## config.mk

```make
export PLATFORM = sky130hd
export DESIGN_NAME = pack_unpack_unit
export DESIGN_NICKNAME = d
export VERILOG_FILES = /design/src/rtl/pku_pkg.sv /design/src/rtl/pku_sat.sv /design/src/rtl/pku_pack.sv /design/src/rtl/pku_unpack.sv /design/src/rtl/pack_unpack_unit.sv
export SDC_FILE = /design/constraint.sdc
export NUM_CORES = 1
export LEC_CHECK = 0
export BUFFER_PORTS_ARGS = -buffer_cell sky130_fd_sc_hd__buf_2
export CELL_PAD_IN_SITES_DETAIL_PLACEMENT = 2
export CELL_PAD_IN_SITES_GLOBAL_PLACEMENT = 2
export CORE_MARGIN = 4
export CORE_UTILIZATION = 32
export DETAILED_ROUTE_END_ITERATION = 7
export GPL_ROUTABILITY_DRIVEN = 1
export GPL_TIMING_DRIVEN = 0
export PLACE_DENSITY = 0.87
export SLEW_MARGIN = 0
export SYNTH_ARGS = -nofsm -noshare
export SYNTH_HDL_FRONTEND = slang
export SYNTH_SLANG_ARGS = --single-unit
export TNS_END_PERCENT = 10
```

## constraint.sdc

```tcl
create_clock -name clk_i -period 2.7 [get_ports clk_i]
set_input_delay 0.27 -clock clk_i [delete_from_list [all_inputs] [get_ports clk_i]]
set_output_delay 0.27 -clock clk_i [all_outputs]
set_load 0.005 [all_outputs]
```

## src/rtl/pku_pkg.sv

```systemverilog
package pku_pkg;
  typedef enum logic [1:0] {
    OP_PACK_SS = 2'd0,
    OP_PACK_US = 2'd1,
    OP_UNPK_LO = 2'd2,
    OP_UNPK_HI = 2'd3
  } op_e;

  typedef enum logic [1:0] {
    SZ_B   = 2'd0,
    SZ_W   = 2'd1,
    SZ_D   = 2'd2,
    SZ_RSV = 2'd3
  } size_e;

  localparam int unsigned BYTE_W = 8;
  localparam int unsigned WORD_W = 16;
  localparam int unsigned DWRD_W = 32;
endpackage

```

## src/rtl/pku_sat.sv

```systemverilog
module pku_sat #(
  parameter int unsigned IN_W  = 16,
  parameter int unsigned OUT_W = 8,
  parameter bit          UNS   = 1'b0
) (
  input  logic [IN_W-1:0]  din_i,
  output logic [OUT_W-1:0] dout_o
);
  localparam int unsigned EXT_W = IN_W - OUT_W + 1;

  generate
    if (UNS) begin : g_uns
      logic over;
      assign over = |din_i[IN_W-2:OUT_W];
      always_comb begin
        if (din_i[IN_W-1])  dout_o = '0;
        else if (over)      dout_o = '1;
        else                dout_o = din_i[OUT_W-1:0];
      end
    end else begin : g_sgn
      logic fits;
      assign fits = (din_i[IN_W-1:OUT_W-1] == {EXT_W{din_i[IN_W-1]}});
      always_comb begin
        if (fits)                dout_o = din_i[OUT_W-1:0];
        else if (din_i[IN_W-1])  dout_o = {1'b1, {(OUT_W-1){1'b0}}};
        else                     dout_o = {1'b0, {(OUT_W-1){1'b1}}};
      end
    end
  endgenerate
endmodule

```

## src/rtl/pku_pack.sv

```systemverilog
module pku_pack #(
  parameter int unsigned DATA_W = 64,
  parameter int unsigned IN_W   = 16,
  parameter bit          UNS    = 1'b0
) (
  input  logic [DATA_W-1:0] a_i,
  input  logic [DATA_W-1:0] b_i,
  output logic [DATA_W-1:0] res_o
);
  localparam int unsigned OUT_W = IN_W / 2;
  localparam int unsigned NL    = DATA_W / IN_W;

  generate
    for (genvar i = 0; i < NL; i++) begin : g_lane
      // A lanes fill the low half, B lanes the high half
      pku_sat #(.IN_W(IN_W), .OUT_W(OUT_W), .UNS(UNS)) u_sat_a (
        .din_i (a_i[i*IN_W +: IN_W]),
        .dout_o(res_o[i*OUT_W +: OUT_W])
      );
      pku_sat #(.IN_W(IN_W), .OUT_W(OUT_W), .UNS(UNS)) u_sat_b (
        .din_i (b_i[i*IN_W +: IN_W]),
        .dout_o(res_o[(NL+i)*OUT_W +: OUT_W])
      );
    end
  endgenerate
endmodule

```

## src/rtl/pku_unpack.sv

```systemverilog
module pku_unpack #(
  parameter int unsigned DATA_W = 64,
  parameter int unsigned LANE_W = 8
) (
  input  logic              hi_i,
  input  logic [DATA_W-1:0] a_i,
  input  logic [DATA_W-1:0] b_i,
  output logic [DATA_W-1:0] res_o
);
  localparam int unsigned NL     = DATA_W / LANE_W;
  localparam int unsigned HALF   = NL / 2;
  localparam int unsigned HALF_W = DATA_W / 2;

  logic [HALF_W-1:0] a_h, b_h;
  assign a_h = hi_i ? a_i[DATA_W-1:HALF_W] : a_i[HALF_W-1:0];
  assign b_h = hi_i ? b_i[DATA_W-1:HALF_W] : b_i[HALF_W-1:0];

  generate
    for (genvar k = 0; k < HALF; k++) begin : g_pair
      assign res_o[(2*k)*LANE_W   +: LANE_W] = a_h[k*LANE_W +: LANE_W];
      assign res_o[(2*k+1)*LANE_W +: LANE_W] = b_h[k*LANE_W +: LANE_W];
    end
  endgenerate
endmodule

```

## src/rtl/pack_unpack_unit.sv

```systemverilog
module pack_unpack_unit
  import pku_pkg::*;
#(
  parameter int unsigned DATA_W = 64
) (
  input  logic              clk_i,
  input  logic              rst_ni,
  input  logic              valid_i,
  input  logic [1:0]        op_i,
  input  logic [1:0]        size_i,
  input  logic [DATA_W-1:0] a_i,
  input  logic [DATA_W-1:0] b_i,
  output logic              valid_o,
  output logic [DATA_W-1:0] result_o,
  output logic              err_o
);
  op_e   op;
  size_e sz;
  assign op = op_e'(op_i);
  assign sz = size_e'(size_i);

  logic [DATA_W-1:0] ss_w, ss_d, us_w, up_b, up_w, up_d;
  logic              hi;
  assign hi = (op == OP_UNPK_HI);

  pku_pack #(.DATA_W(DATA_W), .IN_W(WORD_W), .UNS(1'b0)) u_ss_w (.a_i(a_i), .b_i(b_i), .res_o(ss_w));
  pku_pack #(.DATA_W(DATA_W), .IN_W(DWRD_W), .UNS(1'b0)) u_ss_d (.a_i(a_i), .b_i(b_i), .res_o(ss_d));
  pku_pack #(.DATA_W(DATA_W), .IN_W(WORD_W), .UNS(1'b1)) u_us_w (.a_i(a_i), .b_i(b_i), .res_o(us_w));

  pku_unpack #(.DATA_W(DATA_W), .LANE_W(BYTE_W)) u_up_b (.hi_i(hi), .a_i(a_i), .b_i(b_i), .res_o(up_b));
  pku_unpack #(.DATA_W(DATA_W), .LANE_W(WORD_W)) u_up_w (.hi_i(hi), .a_i(a_i), .b_i(b_i), .res_o(up_w));
  pku_unpack #(.DATA_W(DATA_W), .LANE_W(DWRD_W)) u_up_d (.hi_i(hi), .a_i(a_i), .b_i(b_i), .res_o(up_d));

  logic [DATA_W-1:0] res_d;
  logic              err_d;

  always_comb begin
    res_d = '0;
    err_d = 1'b0;
    unique case (op)
      OP_PACK_SS: begin
        if (sz == SZ_W)      res_d = ss_w;
        else if (sz == SZ_D) res_d = ss_d;
        else                 err_d = 1'b1;
      end
      OP_PACK_US: begin
        if (sz == SZ_W) res_d = us_w;
        else            err_d = 1'b1;
      end
      OP_UNPK_LO, OP_UNPK_HI: begin
        unique case (sz)
          SZ_B:    res_d = up_b;
          SZ_W:    res_d = up_w;
          SZ_D:    res_d = up_d;
          default: err_d = 1'b1;
        endcase
      end
      default: err_d = 1'b1;
    endcase
  end

  always_ff @(posedge clk_i or negedge rst_ni) begin
    if (!rst_ni) begin
      valid_o  <= 1'b0;
      result_o <= '0;
      err_o    <= 1'b0;
    end else begin
      valid_o <= valid_i;
      if (valid_i) begin
        result_o <= res_d;
        err_o    <= err_d;
      end
    end
  end

  AST_VALID_RISE: assert property (@(posedge clk_i) disable iff (!rst_ni)
    valid_i |=> valid_o);
  AST_VALID_IDLE: assert property (@(posedge clk_i) disable iff (!rst_ni)
    !valid_i |=> !valid_o);
  AST_SS_CLAMP_HI: assert property (@(posedge clk_i) disable iff (!rst_ni)
    (valid_i && op_i == 2'd0 && size_i == 2'd1 && !a_i[15] && |a_i[14:7])
    |=> result_o[7:0] == 8'h7f);
  AST_US_NEG_ZERO: assert property (@(posedge clk_i) disable iff (!rst_ni)
    (valid_i && op_i == 2'd1 && size_i == 2'd1 && a_i[15])
    |=> result_o[7:0] == 8'h00);
  AST_UNPK_LO_BYTE: assert property (@(posedge clk_i) disable iff (!rst_ni)
    (valid_i && op_i == 2'd2 && size_i == 2'd0)
    |=> (result_o[7:0] == $past(a_i[7:0]) && result_o[15:8] == $past(b_i[7:0])));
  AST_ERR_ZERO: assert property (@(posedge clk_i) disable iff (!rst_ni)
    (valid_o && err_o) |-> result_o == '0);
  AST_HOLD: assert property (@(posedge clk_i) disable iff (!rst_ni)
    !valid_i |=> ($stable(result_o) && $stable(err_o)));
endmodule

```

==> qor.csv, run 1 <==
stage;metric;value;unit
drt;drt via density;6.86;
cts;Reg clk slew, reported paths;0.06;ns
global_route;largest net degree at the start of global routing;46;
timing;Fin Clk Skew;0;ns
worst_setup_path;crit path max fanout;10;
run_status;outcome;finished, final reports clean;
layout;FILL cells;2561;
timing;fmax;380;MHz
drt;routed wire length per instance;30.5;µm
power;pwr dens;428;nW/µm²
worst_hold_path;hold crit path type;in2reg;
placement;PortBufs;196;
drt;# DRC;0;
die;Die X;157;µm
timing;final worst-path cycle share;97.4;%
worst_setup_path;r2r setup slk;1.56;ns
layout;share of layout cells above drive strength 1;23.0;%
layout;nets;1268;
die;die area;24800;µm²
placement;cell area after placement;8500;µm²
placement;HPWL after detailed placement;33800;µm
global_route;initial antenna violation count;2;
yosys;fraction of registers with async set/reset;100;%
yosys;Post-synth EDFFs;0;
die;Core Region;21900;µm²
yosys;flops & latches, synth;66;
timing;Slew @ Worst Pin;1.11;ns
yosys;yosys warns;0;
timing;Fin. Hold Viols;0;
yosys;Avg Inst Size Synth;7.76;µm²
timing;Final Setup Violations;0;
cts;CTS buffer count;9;
timing;fin crit period;2.63;ns
yosys;Mapped Area;7140;µm²
placement;placer congestion estimate;1.01;
global_route;Remaining Overflow, GRT;0;
yosys;post-synthesis sequential area ratio;23.1;%
layout;Post-Layout Inst Area;8830;µm²
worst_setup_path;Critical Path End Type;register;
global_route;GRT Util Overall;33.6;%
drt;Routed Antenna Nets;0;
worst_setup_path;Crit path required time;2.92;ns
cts;buffer depth of the longest clock path;2;
layout;Post-Layout Cell Count;1413;
die;die outline height;157;µm
yosys;ys flop type;dfrtp_1;
die;IO Pins;201;
yosys;count of different cell masters after synthesis;67;
cts;Root Buffer Master;clkbuf_16;
layout;Syn-to-layout area delta;23.8;%
die;Starting Density;32.6;%
drt;DRT Pass-1 Iters;6;
drt;final WL;43100;µm
worst_setup_path;startpoint types;input port;
timing;RSZ-0062 raised after global routing;false;
timing;worst relative slew slack;25.9;%
global_route;vias in the first global route;9994;
die;num rows;54;
yosys;Net Count, Synth;1059;
drt;via count;9696;
cts;CTS Sinks;66;
worst_setup_path;WP data arrival;2.85;ns
drt;DR iter-0 viols;1195;
power;VDD IR-drop max;0.000261;V
cts;CTS tree;yes;
placement;placed cells;1397;
yosys;count of mapped cells out of synthesis;920;
cts;H-tree Lvls;3;
cts;Skew-Pair Late Insertion Delay;0.36;ns
timing;Max Slew Vio Count;0;
power;Leak;3.84;nW
cts;# Post-CTS Setup Buffers;0;
global_route;first-pass GRT wire length;62900;µm
worst_setup_path;worst setup path category;in2reg;
flow_run;maxcap violations;0;
-- cells by family (layout without fill, tap and decap cells) --
family,after synthesis,in the layout,synth area share (%)
adders and majority gates,4,4,0.701
muxes,90,90,12.8
buffers and inverters,101,313,5.68
AOI/OAI and AO/OA,422,422,40.0
DFF,66,66,23.1
other,0,1,0
and+or+nand+nor,237,237,17.7
-- placed cells by master, fill, tap and decap left out, types with 19 or more instances in the layout --
cell,Yosys,layout
dfrtp_1,66,66
mux2i_1,82,82
nand4_1,19,19
a21oi_1,66,66
inv_1,29,29
a31oi_1,33,33
o21ai_0,80,80
clkbuf_1,47,45
o211ai_1,25,25
nand2_1,38,38
nor2_1,66,64
a211oi_1,26,26
o22ai_1,48,48
buf_2,15,211
o31ai_1,24,24
-- synthesized netlist by cell type, drive strengths merged (11+ instances only) --
master	count	area share (%)
or3	14	1.2
and3	11	0.96
nor4	13	1.2
dfrtp	66	23
nand2	39	2.1
o22ai	48	4.2
a21oi	66	4.6
a211oi	26	2.7
nand3	12	0.84
o22a	18	2.2
o21ai	83	5.8
a21boi	11	1.2
inv	29	1.5
a31oi	33	2.9
nand4	19	1.7
nor3	20	1.5
buf	25	1.7
nor2	66	3.5
o211ai	25	2.6
or4	12	1.3
o31ai	24	2.5
mux2i	82	12
o32ai	14	1.7
clkbuf	47	2.5
-- flip-flops by register name, summed over array words and instances (netlist names) --
signal and cells:
err_o 1, valid_o 1, result_o 64
-- timing repair --
action                                  in CTS  in global routing
hold buffers                                 1                  0
endpoints found under the hold margin       21                  0
endpoints found under the setup margin      24                 50
gates resized for setup                      3                  9
pin swaps                                    0                  0
-- worst paths after layout --
kind,start,end,cells after the start
setup / recovery,size_i[1],result_o[62]$_DFFE_PN0P_,10
hold / removal,valid_i,valid_o$_DFF_PN0_,1
setup reg to reg,result_o[10]$_DFFE_PN0P_,result_o[10]$_DFFE_PN0P_,3
hold reg to reg,result_o[47]$_DFFE_PN0P_,result_o[47]$_DFFE_PN0P_,1
max in group asynchronous,rst_ni,result_o[56]$_DFFE_PN0P_,3
min in group asynchronous,rst_ni,result_o[1]$_DFFE_PN0P_,2
-- routing by layer --
metal  share of wire, %  GRT usage (%)
met4                3.5           13.1
met2                 45           51.7
met3                 11           8.39
met1                 41           45.2
met5                  0              0
-- cell type report --
| type | instances | area (µm²) | share of cell area (%) |
|---|---|---|---|
| clock buffer | 9 | 225 | 2.55 |
| sequential | 66 | 1650 | 18.7 |
| multi-input combinational | 753 | 5110 | 57.9 |
| clock inverter | 5 | 57.6 | 0.652 |
| inverter | 29 | 109 | 1.23 |
| timing repair buffer | 198 | 1020 | 11.6 |
| tap | 280 | 350 | 3.97 |
| antenna | 1 | 2.50 | 0.0283 |
| buffer | 72 | 300 | 3.40 |
-- where the power goes --
group	internal (mW)	leakage (nW)	switching, mW	total, mW
Sequential	1.10	0.820	0.0753	1.18
Combinational	0.481	2.89	0.875	1.36
Clock	0.705	0.129	0.541	1.25
-- stage by stage --
step                      setup WS (ns)  setup TNS, ns  hold slack [ns]  total power, mW  util (%)
after floorplan                   0.531              0          -0.0256             1.81         -
after global placement           -0.554         -14.52            0.462             2.43      38.7
after detailed placement         -0.648         -18.91            0.202             2.49      38.8
after CTS                        0.0395              0            0.106             3.73      40.2
after global routing            0.00832              0            0.112             3.92      40.3
final                            0.0694              0            0.110             3.78      40.3
-- critical path, stage by stage --
cell       delay (ns)
buf_2            0.11
inv_1            0.07
ha_1             0.21
clkbuf_2         0.21
buf_2            0.25
or2_2            0.40
o21ai_2          0.39
o21ai_0          0.36
a2111oi_1        0.49
nor2_1           0.10
(Power assumes the default switching activity.)
==> run 2, diff against run 1 <==
--- a/config.mk
+++ b/config.mk
@@ -12,7 +12,6 @@
 export CORE_UTILIZATION = 32
 export DETAILED_ROUTE_END_ITERATION = 7
 export GPL_ROUTABILITY_DRIVEN = 1
-export GPL_TIMING_DRIVEN = 0
 export PLACE_DENSITY = 0.87
 export SLEW_MARGIN = 0
 export SYNTH_ARGS = -nofsm -noshare
==> qor.csv, run 2 (same netlist as run 1, synthesis figures left out) <==
stage;metric;value;unit;change
run_status;outcome;finished, final reports clean;;unchanged
worst_setup_path;Crit path required time;2.97;ns;was 2.92 ns
cts;Root Buffer Master;clkbuf_16;;unchanged
timing;Final Setup Violations;0;;unchanged
power;Seq pwr share;30.1;%;was 31.2%
cts;post-cts resize count;0;;was 3
timing;fmax;411;MHz;was 380 MHz
cts;Hold-fix buffers, CTS;1;;unchanged
global_route;first-pass GRT wire length;62900;µm;about the same
drt;final WL;43800;µm;was 43100 µm
power;Logic pwr share;34.9;%;was 35.9%
timing;Max Slew Vio Count;0;;unchanged
worst_setup_path;CP max stage delay;0.96;ns;was 0.49 ns
worst_setup_path;Crit path max-delay family;compound AO/OA/AOI/OAI gates;;unchanged
worst_setup_path;Slowest cell on crit path;a221oi_2;;was a2111oi_1
timing;setup TNS;0;ns;unchanged
power;Clk pwr share;35.0;%;was 32.9%
worst_hold_path;hold crit path type;in2reg;;unchanged
layout;FILL cells;2502;;was 2561
timing;Fin Clk Skew;0;ns;unchanged
drt;# DRC;0;;unchanged
die;Core Region;21900;µm²;unchanged
worst_setup_path;crit path max fanout;14;;was 10
drt;routed wire length per instance;31.1;µm;was 30.5 µm
power;switch share;38.0;%;was 39.4%
power;Sw Pwr;1.50;mW;was 1.49 mW
cts;Skew-Pair Late Insertion Delay;0.36;ns;about the same
cts;Reg clk slew, reported paths;0.07;ns;was 0.06 ns
cts;CTS Sinks;66;;unchanged
layout;commonest non-fill, non-tap cells in the layout;buf_2 (198), mux2i_1 (82), o21ai_0 (80);;was buf_2 (211), mux2i_1 (82), o21ai_0 (80), a21oi_1 (66), dfrtp_1 (66)
layout;nets;1251;;was 1268
timing;Min Hold Slack;0.188;ns;was 0.110 ns
die;die area;24800;µm²;unchanged
cts;CTS buffer count;9;;unchanged
layout;Syn-to-layout area delta;25.8;%;was 23.8%
worst_setup_path;WP data arrival;2.70;ns;was 2.85 ns
cts;CTS tree;yes;;unchanged
power;VDD IR-drop max;0.000287;V;was 0.000261 V
worst_setup_path;startpoint types;input port;;unchanged
power;P_int;2.44;mW;was 2.29 mW
cts;H-tree Lvls;3;;unchanged
die;die outline height;157;µm;unchanged
timing;RSZ-0062 raised after global routing;false;;unchanged
placement;HPWL after detailed placement;31900;µm;was 33800 µm
flow_run;maxcap violations;0;;unchanged
global_route;largest net degree at the start of global routing;64;;was 46
layout;Largest register FFs;64;;unchanged
global_route;Remaining Overflow, GRT;0;;unchanged
global_route;initial antenna violation count;8;;was 2
placement;placer congestion estimate;0.968;;was 1.01
drt;DRT Pass-1 Iters;5;;was 6
timing;fin crit period;2.43;ns;was 2.63 ns
drt;DR iter-0 viols;1159;;was 1195
layout;commonest non-fill, non-tap cell in the layout;buf_2;;unchanged
die;num rows;54;;unchanged
timing;Fin. Hold Viols;0;;unchanged
global_route;vias in the first global route;10100;;was 9994
die;IO Pins;201;;unchanged
layout;storage element area;1650;µm²;unchanged
die;Die X;157;µm;unchanged
die;Starting Density;32.6;%;unchanged
power;Leak;3.99;nW;was 3.84 nW
layout;Largest Register;result_o;;unchanged
cts;# Post-CTS Setup Buffers;0;;unchanged
drt;via count;9853;;was 9696
drt;drt via density;7.01;;was 6.86
timing;worst relative slew slack;20.7;%;was 25.9%
layout;share of layout cells above drive strength 1;26.0;%;was 23.0%
cts;buffer depth of the longest clock path;2;;unchanged
global_route;GRT Util Overall;33.2;%;was 33.6%
layout;area of the multi-input gates;5080;µm²;was 5110 µm²
drt;Routed Antenna Nets;0;;unchanged
worst_setup_path;worst setup path category;in2reg;;unchanged
worst_setup_path;worst-path cell chain;buf_2, nor4_1, buf_4, nand4_1, a221oi_2, o31ai_1, a31oi_1;;was buf_2, inv_1, ha_1, clkbuf_2, buf_2, or2_2, o21ai_2, o21ai_0, a2111oi_1, nor2_1
worst_setup_path;Critical Path End Type;register;;unchanged
timing;Slew @ Worst Pin;1.19;ns;was 1.11 ns
layout;biggest regs;result_o (64), err_o (1), valid_o (1);;unchanged
placement;PortBufs;200;;was 196
power;pwr dens;439;nW/µm²;was 428 nW/µm²
timing;final worst-path cycle share;90.2;%;was 97.4%
worst_setup_path;crit path buf inv count;2;;was 4
## run 2: path summary, 6_finish.rpt
check / from / to / slack, ns / depth (start not counted)
max: a_i[28] / result_o[6]$_DFFE_PN0P_ / 0.27 / 7
min: a_i[2] / result_o[2]$_DFFE_PN0P_ / 0.19 / 3
max reg2reg: result_o[9]$_DFFE_PN0P_ / result_o[9]$_DFFE_PN0P_ / 1.48 / 3
min reg2reg: result_o[54]$_DFFE_PN0P_ / result_o[54]$_DFFE_PN0P_ / 0.50 / 1
max in group asynchronous: rst_ni / result_o[54]$_DFFE_PN0P_ / 1.51 / 3
min in group asynchronous: rst_ni / result_o[12]$_DFFE_PN0P_ / 0.47 / 2
## run 2: power groups by stage
stage	clock network (mW)	logic (mW)	registers, mW
floorplan	0	0.617	1.19
global placement	0	1.24	1.19
detailed placement	0	1.29	1.20
CTS	1.38	1.32	1.18
global route	1.43	1.45	1.20
finish	1.38	1.37	1.19
## run 2: per-layer routing
| metal | track usage [%] | part of all wire, % | up-vias |
|---|---|---|---|
| met1 | 43.4 | 40 | 4910 |
| met3 | 8.33 | 10 | 164 |
| li1 | - | - | 4077 |
| met4 | 15.4 | 5.0 | 2 |
| met2 | 51.6 | 45 | 700 |
| met5 | 0 | 0.018 | - |
## run 2: per-stage QoR
| step | util, % | power [mW] | area, µm² | setup WS [ns] | std cells |
|---|---|---|---|---|---|
| after CTS | 40.9 | 3.88 | 8950 | 0.379 | 1397 |
| after global routing | 41.0 | 4.07 | 8980 | 0.168 | 1406 |
| final | 41.0 | 3.94 | 8980 | 0.265 | 1406 |
| after global placement | 39.4 | 2.43 | 8620 | 0.210 | 1380 |
| after floorplan | - | 1.81 | 7140 | 0.531 | 920 |
| after detailed placement | 39.4 | 2.49 | 8620 | 0.00618 | 1380 |
## run 2: cell type report
class                      instances  share of cell area [%]
sequential                        66                    18.4
clock inverter                     5                   0.864
antenna                            9                   0.251
tap                              280                    3.90
clock buffer                      11                    2.70
timing repair buffer             253                    16.1
multi-input combinational        753                    56.6
inverter                          29                    1.21
## run 2: worst register-to-register path: cells and delay by family (launching register included)
| kind | cells | cell delay, ns |
|---|---|---|
| AO/OA/AOI/OAI | 3 | 0.66 |
| flip-flops | 1 | 0.43 |
==> run 3, diff against run 2 <==
--- a/config.mk
+++ b/config.mk
@@ -5,14 +5,14 @@
 export SDC_FILE = /design/constraint.sdc
 export NUM_CORES = 1
 export LEC_CHECK = 0
-export BUFFER_PORTS_ARGS = -buffer_cell sky130_fd_sc_hd__buf_2
+export BUFFER_PORTS_ARGS = -buffer_cell sky130_fd_sc_hd__clkbuf_2
 export CELL_PAD_IN_SITES_DETAIL_PLACEMENT = 2
 export CELL_PAD_IN_SITES_GLOBAL_PLACEMENT = 2
 export CORE_MARGIN = 4
-export CORE_UTILIZATION = 32
+export CORE_UTILIZATION = 27
 export DETAILED_ROUTE_END_ITERATION = 7
 export GPL_ROUTABILITY_DRIVEN = 1
-export PLACE_DENSITY = 0.87
+export PLACE_DENSITY = 0.79
 export SLEW_MARGIN = 0
 export SYNTH_ARGS = -nofsm -noshare
 export SYNTH_HDL_FRONTEND = slang
==> constraint.sdc (replaced) <==
create_clock -name clk_i -period 2.1 [get_ports clk_i]
set_input_delay 0.21 -clock clk_i [delete_from_list [all_inputs] [get_ports clk_i]]
set_output_delay 0.21 -clock clk_i [all_outputs]
set_load 0.005 [all_outputs]
==> qor.csv, run 3 (same netlist as run 1, synthesis figures left out) <==
stage;metric;value;unit;change
run_status;outcome;finished, final reports clean;;unchanged
global_route;vias in the first global route;10400;;was 10100
timing;Slew @ Worst Pin;0.779;ns;was 1.19 ns
power;VDD IR-drop max;0.000267;V;was 0.000287 V
layout;commonest non-fill, non-tap cells in the layout;clkbuf_2 (197), buf_4 (140), mux2i_1 (82), o21ai_0 (80);;was buf_2 (198), mux2i_1 (82), o21ai_0 (80)
timing;Fin. Hold Viols;0;;unchanged
timing;worst relative slew slack;48.0;%;was 20.7%
power;pwr dens;522;nW/µm²;was 439 nW/µm²
die;die outline height;171;µm;was 157 µm
cts;buffer depth of the longest clock path;2;;unchanged
worst_setup_path;Crit path max-delay family;compound AO/OA/AOI/OAI gates;;unchanged
layout;Syn-to-layout area delta;39.0;%;was 25.8%
worst_setup_path;CP max stage delay;0.64;ns;was 0.96 ns
placement;cell area after placement;9560;µm²;was 8620 µm²
worst_setup_path;crit path max fanout;10;;was 14
global_route;met1 Use GR;39.4;%;was 43.4%
timing;Final Setup Violations;0;;unchanged
timing;Fin Clk Skew;0;ns;unchanged
drt;routed wire length per instance;28.3;µm;was 31.1 µm
power;Final Power;5.18;mW;was 3.94 mW
flow_run;maxcap violations;0;;unchanged
layout;share of layout cells above drive strength 1;32.4;%;was 26.0%
global_route;GRT Util Overall;28.9;%;was 33.2%
cts;Reg clk slew, reported paths;0.07;ns;about the same
worst_setup_path;startpoint types;input port;;unchanged
drt;DR iter-0 viols;1070;;was 1159
placement;placer congestion estimate;1.03;;was 0.968
die;Core Region;26100;µm²;was 21900 µm²
drt;# DRC;0;;unchanged
layout;commonest non-fill, non-tap cell in the layout;clkbuf_2;;was buf_2
layout;Post-Layout Cell Count;1553;;was 1406
global_route;busiest layer in global routing;met2;;unchanged
timing;Max Slew Vio Count;0;;unchanged
placement;PortBufs;200;;unchanged
worst_setup_path;Critical Path End Type;register;;unchanged
drt;drt via density;6.37;;was 7.01
worst_setup_path;worst-path cell chain;clkbuf_2, or4_1, o41a_2, a21o_1, a2111oi_1, nor2_1;;was buf_2, nor4_1, buf_4, nand4_1, a221oi_2, o31ai_1, a31oi_1
layout;biggest regs;result_o (64), err_o (1), valid_o (1);;unchanged
placement;placed cells;1533;;was 1380
timing;final worst-path cycle share;96.9;%;
layout;nets;1349;;was 1251
die;num rows;59;;was 54
cts;CTS buffer count;9;;unchanged
worst_setup_path;Slowest cell on crit path;o41a_2;;was a221oi_2
drt;DRT Pass-1 Iters;6;;was 5
die;Die X;171;µm;was 157 µm
global_route;largest net degree at the start of global routing;77;;was 64
worst_setup_path;crit path buf inv count;1;;was 2
timing;fmax;491;MHz;
timing;final worst setup slack;0.0653;ns;was 0.265 ns
power;Leak;4.54;nW;was 3.99 nW
die;Starting Density;27.4;%;was 32.6%
cts;H-tree Lvls;3;;unchanged
timing;fin crit period;2.03;ns;
cts;CTS Sinks;66;;unchanged
die;die area;29100;µm²;was 24800 µm²
placement;HPWL after detailed placement;34500;µm;was 31900 µm
die;IO Pins;201;;unchanged
global_route;initial antenna violation count;3;;was 8
drt;Routed Antenna Nets;0;;unchanged
worst_setup_path;Crit path required time;2.33;ns;was 2.97 ns
layout;final core utilization;38.1;%;was 41.0%
global_route;met3 Track Usage GR;5.36;%;was 8.33%
cts;Skew-Pair Late Insertion Delay;0.35;ns;was 0.36 ns
worst_setup_path;worst setup path category;in2reg;;unchanged
cts;CTS tree;yes;;unchanged
global_route;met2 Use GR;46.1;%;was 51.6%
worst_setup_path;WP data arrival;2.26;ns;was 2.70 ns
global_route;Remaining Overflow, GRT;0;;unchanged
drt;via count;9887;;was 9853
global_route;first-pass GRT wire length;64800;µm;was 62900 µm
placement;post-place setup slack;-0.295;ns;was 0.00618 ns
layout;Largest register FFs;64;;unchanged
cts;Root Buffer Master;clkbuf_16;;unchanged
layout;Post-Layout Inst Area;9920;µm²;was 8980 µm²
drt;final WL;44000;µm;was 43800 µm
worst_hold_path;hold crit path type;in2reg;;unchanged
layout;Largest Register;result_o;;unchanged
run 3: area by class of cell:
| class | instances | area (µm²) |
|---|---|---|
| clock inverters | 5 | 77.6 |
| multi-input cells | 753 | 5100 |
| well taps | 335 | 419 |
| flip-flops and latches | 66 | 1650 |
| repair buffers | 351 | 2310 |
| fillers | 3043 | 16100 |
| inverters | 29 | 109 |
| diodes | 3 | 7.51 |
| clock buffers | 11 | 243 |
run 3: worst min-delay path, stage by stage:
cell and delay [ns]:
clkbuf_2 0.09, o31ai_1 0.06, a31oi_1 0.08
run 3: stage by stage:
step	hold WS [ns]	setup TNS (ns)
global route	0.145	-0.0690
finish	0.127	0
global placement	0.170	-4.27
floorplan	-0.0856	0
CTS	0.122	0
detailed placement	0.180	-8.46
run 3: worst paths after layout:
check,startpoint,cells past startpoint,endpoint,slack (ns)
min in group asynchronous,rst_ni,2,result_o[12]$_DFFE_PN0P_,0.32
setup / recovery,b_i[59],6,result_o[56]$_DFFE_PN0P_,0.07
max in group asynchronous,rst_ni,3,result_o[32]$_DFFE_PN0P_,1.17
setup reg to reg,result_o[9]$_DFFE_PN0P_,3,result_o[9]$_DFFE_PN0P_,0.93
hold reg to reg,result_o[47]$_DFFE_PN0P_,1,result_o[47]$_DFFE_PN0P_,0.50
hold / removal,a_i[3],3,result_o[3]$_DFFE_PN0P_,0.13
run 3: layer usage:
metal	routed length, µm	vias to the layer above
met2	20400	498
met5	0	-
met4	1290	0
met3	3690	91
met1	18600	5030
li1	-	4268
run 3: repair_timing:
action / CTS / global route
gates resized for setup: 0 / 5
setup endpoints to repair: 0 / 17
hold buffers: 1 / 0
hold endpoints to repair: 27 / 0
setup buffers: 0 / 0
run 3: report_power, final:
group	total, mW	internal, mW	switching [mW]
clock network	1.75	1.07	0.678
registers	1.52	1.42	0.102
logic	1.91	0.778	1.13
total	5.18	3.27	1.91
